## config.mk

```make
export PLATFORM = sky130hd
export DESIGN_NAME = adc_ring_buf
export DESIGN_NICKNAME = d
export VERILOG_FILES = /design/src/rtl/adc_rb_pkg.sv /design/src/rtl/adc_rb_ctrl.sv /design/src/rtl/adc_rb_store.sv /design/src/rtl/adc_rb_irq.sv /design/src/rtl/adc_rb_fmt.sv /design/src/rtl/adc_ring_buf.sv
export SDC_FILE = /design/constraint.sdc
export NUM_CORES = 1
export LEC_CHECK = 0
export BUFFER_PORTS_ARGS = -buffer_cell sky130_fd_sc_hd__buf_2
export CAP_MARGIN = 25
export CORE_ASPECT_RATIO = 1.1
export CORE_MARGIN = 2
export CORE_UTILIZATION = 25
export DETAILED_ROUTE_END_ITERATION = 7
export MAX_ROUTING_LAYER = met4
export PLACE_DENSITY_LB_ADDON = 0.12
export SLEW_MARGIN = 5
export SYNTH_ARGS = -nofsm -noshare
export SYNTH_HDL_FRONTEND = slang
export SYNTH_SLANG_ARGS = --single-unit
```

## constraint.sdc

```tcl
create_clock -name clk -period 2.16 [get_ports clk]
set_input_delay 0 -clock clk [delete_from_list [all_inputs] [get_ports clk]]
set_output_delay 0 -clock clk [all_outputs]
set_load 0.005 [all_outputs]
```

## src/rtl/adc_rb_pkg.sv

```systemverilog
package adc_rb_pkg;

    typedef enum logic [1:0] {
        TRIG_EACH   = 2'd0,
        TRIG_SECOND = 2'd1,
        TRIG_FOURTH = 2'd2,
        TRIG_RSVD   = 2'd3
    } trig_e;

endpackage

```

## src/rtl/adc_rb_ctrl.sv

```systemverilog
module adc_rb_ctrl #(
    parameter int DEPTH = 4,
    localparam int AW = $clog2(DEPTH),
    localparam int CW = $clog2(DEPTH + 1)
) (
    input  logic          clk,
    input  logic          rst_n,
    input  logic          en,
    input  logic          seq_start,
    input  logic          wr_req,
    input  logic          pop_req,
    input  logic          ovf_clr,
    output logic          wr_fire,
    output logic [AW-1:0] wr_ptr,
    output logic [AW-1:0] rd_ptr,
    output logic          empty,
    output logic          overflow
);

    localparam logic [CW-1:0] FULL_CNT = CW'(DEPTH);

    typedef struct packed {
        logic [AW-1:0] wr;
        logic [AW-1:0] rd;
        logic [CW-1:0] cnt;
        logic          ovf;
    } ctrl_t;

    ctrl_t st_d, st_q;
    logic  do_wr, do_pop;

    always_comb begin
        st_d   = st_q;
        do_wr  = en && wr_req && !seq_start;
        do_pop = en && pop_req && !seq_start && (st_q.cnt != '0);

        if (seq_start) begin
            st_d.wr  = '0;
            st_d.rd  = '0;
            st_d.cnt = '0;
        end else begin
            if (do_wr) begin
                st_d.wr = st_q.wr + AW'(1);
            end
            if (do_pop) begin
                st_d.rd = st_q.rd + AW'(1);
            end
            unique case ({do_wr, do_pop})
                2'b10: begin
                    if (st_q.cnt != FULL_CNT) begin
                        st_d.cnt = st_q.cnt + CW'(1);
                    end
                end
                2'b01:   st_d.cnt = st_q.cnt - CW'(1);
                default: st_d.cnt = st_q.cnt;
            endcase
        end

        if (do_wr && !do_pop && (st_q.cnt == FULL_CNT)) begin
            st_d.ovf = 1'b1;
        end else if (ovf_clr) begin
            st_d.ovf = 1'b0;
        end
    end

    always_ff @(posedge clk or negedge rst_n) begin
        if (!rst_n) begin
            st_q <= '0;
        end else begin
            st_q <= st_d;
        end
    end

    assign wr_fire  = do_wr;
    assign wr_ptr   = st_q.wr;
    assign rd_ptr   = st_q.rd;
    assign empty    = (st_q.cnt == '0);
    assign overflow = st_q.ovf;

endmodule

```

## src/rtl/adc_rb_store.sv

```systemverilog
module adc_rb_store #(
    parameter int DEPTH  = 4,
    parameter int DATA_W = 10,
    localparam int AW = $clog2(DEPTH)
) (
    input  logic              clk,
    input  logic              rst_n,
    input  logic              wr_en,
    input  logic [AW-1:0]     wr_ptr,
    input  logic [DATA_W-1:0] din,
    input  logic [AW-1:0]     rd_ptr,
    output logic [DATA_W-1:0] dout
);

    logic [DATA_W-1:0] slot_d [DEPTH];
    logic [DATA_W-1:0] slot_q [DEPTH];

    for (genvar i = 0; i < DEPTH; i++) begin : g_slot
        always_comb begin
            slot_d[i] = slot_q[i];
            if (wr_en && (wr_ptr == AW'(i))) begin
                slot_d[i] = din;
            end
        end

        always_ff @(posedge clk or negedge rst_n) begin
            if (!rst_n) begin
                slot_q[i] <= '0;
            end else begin
                slot_q[i] <= slot_d[i];
            end
        end
    end

    assign dout = slot_q[rd_ptr];

endmodule

```

## src/rtl/adc_rb_irq.sv

```systemverilog
module adc_rb_irq
    import adc_rb_pkg::*;
(
    input  logic       clk,
    input  logic       rst_n,
    input  logic       seq_start,
    input  logic       buf_wr,
    input  logic       byp_wr,
    input  logic [1:0] level,
    output logic       irq
);

    typedef struct packed {
        logic [1:0] wcnt;
        logic       pulse;
    } irq_t;

    irq_t  st_d, st_q;
    trig_e lvl;

    always_comb begin
        lvl        = trig_e'(level);
        st_d       = st_q;
        st_d.pulse = 1'b0;

        if (byp_wr) begin
            st_d.pulse = 1'b1;
        end

        if (seq_start) begin
            st_d.wcnt = '0;
        end else if (buf_wr) begin
            st_d.wcnt = st_q.wcnt + 2'd1;
            unique case (lvl)
                TRIG_SECOND: st_d.pulse = st_q.wcnt[0];
                TRIG_FOURTH: st_d.pulse = (st_q.wcnt == 2'd3);
                default:     st_d.pulse = 1'b1;
            endcase
        end
    end

    always_ff @(posedge clk or negedge rst_n) begin
        if (!rst_n) begin
            st_q <= '0;
        end else begin
            st_q <= st_d;
        end
    end

    assign irq = st_q.pulse;

endmodule

```

## src/rtl/adc_rb_fmt.sv

```systemverilog
module adc_rb_fmt #(
    parameter int DATA_W = 10,
    parameter int BYTE_W = 8,
    localparam int PAD_W = 2 * BYTE_W - DATA_W
) (
    input  logic [DATA_W-1:0] word,
    input  logic              right_just,
    output logic [BYTE_W-1:0] hi,
    output logic [BYTE_W-1:0] lo
);

    logic [2*BYTE_W-1:0] packed_w;

    always_comb begin
        if (right_just) begin
            packed_w = {{PAD_W{1'b0}}, word};
        end else begin
            packed_w = {word, {PAD_W{1'b0}}};
        end
        hi = packed_w[2*BYTE_W-1:BYTE_W];
        lo = packed_w[BYTE_W-1:0];
    end

endmodule

```

## src/rtl/adc_ring_buf.sv

```systemverilog
module adc_ring_buf #(
    parameter int DATA_W = 10,
    parameter int BYTE_W = 8,
    parameter int DEPTH  = 4,
    localparam int AW = $clog2(DEPTH)
) (
    input  logic              clk,
    input  logic              rst_n,
    input  logic              buf_en,
    input  logic              right_just,
    input  logic [1:0]        trig_lvl,
    input  logic              seq_start,
    input  logic              res_valid,
    input  logic [DATA_W-1:0] res_data,
    input  logic              rd_lo,
    input  logic              rd_hi,
    input  logic              ovf_clr,
    output logic [BYTE_W-1:0] lo_byte,
    output logic [BYTE_W-1:0] hi_byte,
    output logic [AW-1:0]     rd_ptr,
    output logic              empty,
    output logic              overflow,
    output logic              irq
);

    logic              pop_req;
    logic              wr_fire;
    logic              byp_wr;
    logic [AW-1:0]     wr_ptr;
    logic [DATA_W-1:0] slot_word;
    logic [DATA_W-1:0] sel_word;
    logic [DATA_W-1:0] byp_d, byp_q;

    assign pop_req = right_just ? rd_lo : rd_hi;
    assign byp_wr  = !buf_en && res_valid;

    adc_rb_ctrl #(.DEPTH(DEPTH)) u_ctrl (
        .clk       (clk),
        .rst_n     (rst_n),
        .en        (buf_en),
        .seq_start (seq_start),
        .wr_req    (res_valid),
        .pop_req   (pop_req),
        .ovf_clr   (ovf_clr),
        .wr_fire   (wr_fire),
        .wr_ptr    (wr_ptr),
        .rd_ptr    (rd_ptr),
        .empty     (empty),
        .overflow  (overflow)
    );

    adc_rb_store #(.DEPTH(DEPTH), .DATA_W(DATA_W)) u_store (
        .clk    (clk),
        .rst_n  (rst_n),
        .wr_en  (wr_fire),
        .wr_ptr (wr_ptr),
        .din    (res_data),
        .rd_ptr (rd_ptr),
        .dout   (slot_word)
    );

    adc_rb_irq u_irq (
        .clk       (clk),
        .rst_n     (rst_n),
        .seq_start (seq_start),
        .buf_wr    (wr_fire),
        .byp_wr    (byp_wr),
        .level     (trig_lvl),
        .irq       (irq)
    );

    always_comb begin
        byp_d = byp_q;
        if (byp_wr) begin
            byp_d = res_data;
        end
    end

    always_ff @(posedge clk or negedge rst_n) begin
        if (!rst_n) begin
            byp_q <= '0;
        end else begin
            byp_q <= byp_d;
        end
    end

    assign sel_word = buf_en ? slot_word : byp_q;

    adc_rb_fmt #(.DATA_W(DATA_W), .BYTE_W(BYTE_W)) u_fmt (
        .word       (sel_word),
        .right_just (right_just),
        .hi         (hi_byte),
        .lo         (lo_byte)
    );

endmodule

```

Word-level counts from Yosys, hierarchy flattened
Cells that the tools add are included.

Word-level logic and storage cells: 70. Bits in registers: 61. Output and inout bits: 21. Input port bits: 21.

Reductions and logical operators: 23. Add/subtract/negate cells: 5. Muxes and demuxes: 18. Equality and inequality tests: 11. Bitwise logic cells: 1. $lt $le $gt $ge: 1.

Operators by type and width (count): 2-to-1 mux 10 bit (3); binary-select mux 10 bit (select 2 bit) (1); 2-to-1 mux 16 bit (1); logical AND 1 bit (12); == test 2 bit, second input constant (5); 2-to-1 mux 7 bit (1); adder 2 x 1 -> 2 bit, second input constant (3); == test 2 x 1 -> 1 bit, second input constant (3); 2-to-1 mux 2 bit (3); 2-to-1 mux 3 bit (2); case mux 3 bit (2 select lines) (1); nonzero test 2 bit (3); nonzero test 3 bit (2); 2-to-1 mux 1 bit (5); adder 3 x 1 -> 3 bit, second input constant (1); == test 3 bit, second input constant (1); greater-or-equal comparator 3 bit, second input constant (1); zero test 1 bit (3); zero test 3 bit (1); != test 3 x 2 -> 1 bit, second input constant (1); != test 3 bit, second input constant (1); inverter 2 -> 3 bit (1); subtractor 3 x 1 -> 3 bit, second input constant (1); zero test 2 bit (1); 2 further kinds (2).

Longest topological paths before layout
Depth after elaboration: 8. Mapped depth: 9. Mapped depth without buffers: 8.

Modules after synthesis
A second synthesis with hierarchy kept.

Cell total of the unflattened synthesis: 215. Area total of the unflattened synthesis: 3205.6 µm².

Modules (own cells, without submodules): adc_rb_store (area an instance 1839.3 µm², seq. area each 1001.0 µm², cells each 99, instances 1); adc_ring_buf (area an instance 548.0 µm², seq. area each 250.2 µm², cells each 34, instances 1); adc_rb_ctrl (area an instance 483.0 µm², seq. area each 200.2 µm², cells each 49, instances 1); adc_rb_irq (area an instance 177.7 µm², seq. area each 75.1 µm², cells each 15, instances 1); adc_rb_fmt (area an instance 157.7 µm², seq. area each 0.0 µm², cells each 18, instances 1).

Worst setup path before layout
OpenSTA, ideal clock, no wires.

Path type: register to register. Start point: register u_ctrl.st_q[3] (netlist bit). End point: register u_ctrl.st_q[3] (netlist bit). Cell stages (with the launch flop): 9. Period minus slack after synthesis: 2.090 ns. Data required time: 2.061 ns. Path buffers: 0. Path slack: 0.070 ns. Library setup time: 0.099 ns. Data arrival time: 1.991 ns. Path through: dfrtp_1 > or3_4 > nand3_1 > nor3_1 > fa_1 > nand2b_1 > nor4_1 > nor3_1 > a311oi_1.

Word-level cells in the longest chain between the ends: 5. Elaborated cells between the ends (all ways): 13. Classes of those cells: add/sub: 2; eq/ne: 4; mux: 3; reduce/logical: 4.

RTL lines: from (decl) (line adc_rb_ctrl.sv:29) `ctrl_t st_d, st_q;`; from (signal assigned) (line adc_rb_ctrl.sv:70) `st_q <= st_d;`; parallel branches: the longest is 5 deep, another holds adder 3 x 1 -> 3 bit.

Several ways; the timed one is not identified. The select of a mux whose other input is x is not followed. A chain may end at the register's enable or synchronous reset.

Worst setup path in the final report
Start point: register u_ctrl.st_q (netlist bit u_ctrl.rd_ptr[0]). End point: output port hi_byte[1].

Word-level cells in the longest chain between the ends: 6.

RTL lines: inverter 2 -> 3 bit (not written as such) (line adc_rb_store.sv:35) `assign dout = slot_q[rd_ptr];`; binary-select mux 10 bit (select 2 bit) (line adc_rb_store.sv:35); 2-to-1 mux 10 bit (not written as such) (2 in a row) (line adc_rb_store.sv:35); 2-to-1 mux 10 bit (line adc_ring_buf.sv:87) `assign sel_word = buf_en ? slot_word : byp_q;`; 2-to-1 mux 16 bit (line adc_rb_fmt.sv:15) `if (right_just) begin`; to (decl) (line adc_ring_buf.sv:19) `output logic [BYTE_W-1:0] hi_byte,`.

No other way between the ends. The select of a mux whose other input is x is not followed.

==> impl_summary.log <==
INFO  metric outcome = complete, but fails checks
INFO  metric violated_checks = negative hold slack
INFO  metric power.density = approximately 840 nW/um^2
INFO  metric timing.reg2reg.worst_path_depth = 8
INFO  metric global_route.usage.total = 12.63%
INFO  metric finalHoldWorstSlack = -0.002861 ns
INFO  metric rr_startpoint = u_ctrl.st_q[3]
INFO  metric grt_first_pass_wirelength = 11960 um
INFO  metric p_leak = 1.824 nW
INFO  metric reg2reg_setup_slack = 0.16 ns
INFO  metric worstSetupPathType = flop to primary output
INFO  metric timing.critical_path.fanout_max = 11
INFO  metric overflow = 0
INFO  metric fin_area = 3960 um^2
INFO  metric setup.worst_path.start_class = flop
INFO  metric tritoncts_clock_tree = done
INFO  metric globalplace.congestion = 0.7993
INFO  metric postSynth.asyncResetShare = 100.0%
INFO  metric min_to = u_store.slot_q[19]
INFO  metric critical_path_arrival = 2.02 ns
INFO  metric post_synth.cell_area_avg = 13.74 um^2
INFO  metric cts.sinks = just over 60
INFO  metric totalNegativeSetupSlack = 0 ns
INFO  metric detailroute.via_count = roughly 2.0k
INFO  metric max_cap_violations = 0
INFO  metric postSynthCellCount = 222
INFO  metric max-clock-path-buffers = 2
INFO  metric relative_slew_margins = 45.82%
INFO  metric grt_antenna_before_repair = 0
INFO  metric final-hold-violation-count = 2
INFO  metric grt_max_degree = 34
INFO  metric die_height = 119.8 um
INFO  metric initialDrtViolationCount = 36
INFO  metric sequential_fraction_of_the_synthesis_area = about half
INFO  metric layout_cell_share_with_drive_strength_beyond_1 = roughly 50%
INFO  metric reg2reg_to = u_ctrl.st_q[3]
INFO  metric routedWlPerCell = ~16 um
INFO  metric drc = 0
INFO  metric ys_ff_latch = between 60 and 70
INFO  metric post_synth_instance_area = 3049 um^2
INFO  metric synth-compound-area-share = 2.626%
INFO  metric finish.utilization = 33.05%
INFO  metric die-area = 13100 um^2
INFO  metric wl = roughly 7400 um
INFO  metric vias_per_cell = 4.473
INFO  metric cts-buffers-inserted = 9
INFO  metric most_frequent_standard_cell_in_the_layout_excluding_fill_and_tap_cells = dfrtp_1
INFO  metric synthXorXnorAreaFrac = 1.149%
INFO  metric dp_hpwl = roughly 5000 um
INFO  metric synthMuxAreaShare = about a third
INFO  metric worst_setup_path_end_kind = primary output
INFO  metric synth_fp_nets = roughly 250
INFO  metric synth-edff-count = 0
INFO  metric slew_violations = 0
INFO  metric io-pin-count = 42
INFO  metric vias_in_the_first_global_route = 2131
INFO  metric hp-class = input port to flop
INFO  metric setup_violations = 0
INFO  metric fp-row-count = 42
INFO  metric rsz0062_at_grt = false
INFO  metric timing_worst_slew_pin_value = between 0.8 and 0.9 ns
INFO  metric max-vdd-ir-drop = roughly 0.00038 V
INFO  metric port_buffers = 41
INFO  metric worst_ep_required_time = 2.16 ns
INFO  metric adder_cell_share_of_the_synthesized_area = under 10%
INFO  metric top_library_cells_by_usage_in_the_layout_fill_and_taps_aside = dfrtp_1, mux2_2, buf_2
INFO  metric insertedDiodeCount = 0
INFO  metric core_area = 11980 um^2
INFO  metric drt_pre_antenna_iters = 2
INFO  metric clock_tree.htree_level_count = 3
INFO  metric design.final.nets = 322
INFO  metric synth_warnings = 0
INFO  metric hold_path.startpoint = res_data[9]
INFO  metric timing.final.crit_share = 93.30%
INFO  metric timing.clock.skew = 0.006320 ns
INFO  metric placedInstanceArea = about 3500 um^2
INFO  metric whs_path_cells = 2
INFO  metric clock_insertion_delay_worst_skew = about 0.32 ns
INFO  metric synth_top_family_by_area = multiplexers
INFO  metric area_delta_synth_final = 29.87%
INFO  metric clock_pin_slew_reported_for_the_worst_setup_and_hold_paths_after_clock_tree_synthesis = 0.05 ns
INFO  metric yosys_most_used_dff = dfrtp_1
INFO  metric fmaxAchievable = 496.2 MHz
INFO  metric antenna_left = 0
INFO  metric synthSimpleGateAreaFrac = 7.714%
INFO  metric min_period = 2.015 ns
INFO  metric clock_root_buffer = clkbuf_16
INFO  metric synthDistinctLibCells = 37
INFO  metric start_util = 25.45%
INFO  metric die_w = approximately 110 um
[sequential cells by signal, indices dropped and copies added (netlist names)]
| register | cells |
|---|---|
| u_ctrl.st_q | 3 |
| u_irq.irq | 1 |
| u_ctrl.rd_ptr | 2 |
| u_ctrl.overflow | 1 |
| u_ctrl.wr_ptr | 2 |
| u_store.slot_q | 40 |
| u_irq.st_q | 2 |
| byp_q | 10 |
[report_power, final]
part	internal, W	switching [W]	total (W)
Sequential	0.00132	0.0000838	0.00140
Clock	0.000778	0.000516	0.00129
Combinational	0.000355	0.000269	0.000624
[timing repair]
item                       in CTS  in global routing
resized for setup               0                  7
hold endpoints to repair       73                  0
setup endpoints to repair       0                  1
hold buffers                   10                  0
setup buffers                   0                  0
[worst max-delay path by stage]
stage / startpoint / end
after global routing: u_ctrl.st_q[3] / u_ctrl.st_q[3]
after global placement: u_ctrl.st_q[3] / u_ctrl.st_q[3]
after floorplan: u_ctrl.st_q[3] / u_ctrl.st_q[3]
after CTS: u_ctrl.st_q[3] / u_ctrl.st_q[3]
final: u_ctrl.rd_ptr[0] / hi_byte[1]
after detailed placement: u_ctrl.st_q[3] / u_ctrl.st_q[3]
[metal layers]
metal | GRT usage, % | vias to the layer above | wire length, um
li1 | - | 938 | -
met1 | 17.99 | 1033 | 3808
met2 | 17.93 | 46 | 3170
met3 | 3.368 | 5 | 299
met4 | 3.085 | 0 | 71
met5 | - | - | 0
[logic make-up after synthesis]
logic type                 count (synthesis)
buffers and inverters                     17
DFF                                       61
xor gates and xnor gates                   4
adders and majority gates                  8
muxes                                     77
and+or+nand+nor                           43
AOI/OAI and AO/OA                         12
[critical path, cell delays in order (launching register included)]
cell	delay, ns
dfrtp_1	0.42
buf_12	0.19
mux4_2	0.50
mux2i_1	0.31
mux2i_1	0.12
buf_2	0.14
[through the flow]
| step | total power, W | worst slack (ns) | instances | hold WS (ns) |
|---|---|---|---|---|
| after floorplan | 0.001793 | 0.07000 | 222 | -0.2956 |
| after global placement | 0.002029 | 0.1058 | 426 | 0.1400 |
| after detailed placement | 0.002036 | 0.1243 | 426 | 0.1482 |
| after CTS | 0.003374 | 0.1045 | 452 | 0.001264 |
| after global routing | 0.003516 | 0.01226 | 452 | 0.01038 |
| final | 0.003319 | 0.1446 | 452 | -0.002861 |
[area by class of cell]
class	count	area, um^2
fillers	1228	8021
flip-flops and latches	61	1526
multi-input cells	144	1464
repair buffers	71	480.5
clock buffers	11	232.7
well taps	154	192.7
clock inverters	5	36.28
inverters	6	27.53
[cells in the mapped netlist, types with 2 or more instances]
cell type | number | area (um^2)
nor2_1 | 12 | 45.04
clkbuf_1 | 2 | 7.510
a21oi_1 | 5 | 25.02
nand4_1 | 2 | 12.51
inv_1 | 5 | 18.77
mux2i_1 | 14 | 140.1
ha_1 | 7 | 87.58
buf_2 | 4 | 20.02
nor3_1 | 2 | 10.01
mux2_2 | 52 | 585.6
dfrtp_1 | 61 | 1526
nand2_1 | 7 | 26.28
xor2_1 | 3 | 26.28
nand2b_1 | 2 | 12.51
nand3_1 | 3 | 15.01
mux4_2 | 10 | 225.2
nor2b_1 | 8 | 50.05
buf_6 | 2 | 22.52
buf_4 | 3 | 22.52
Note: power is estimated with default switching activity, not from simulation.
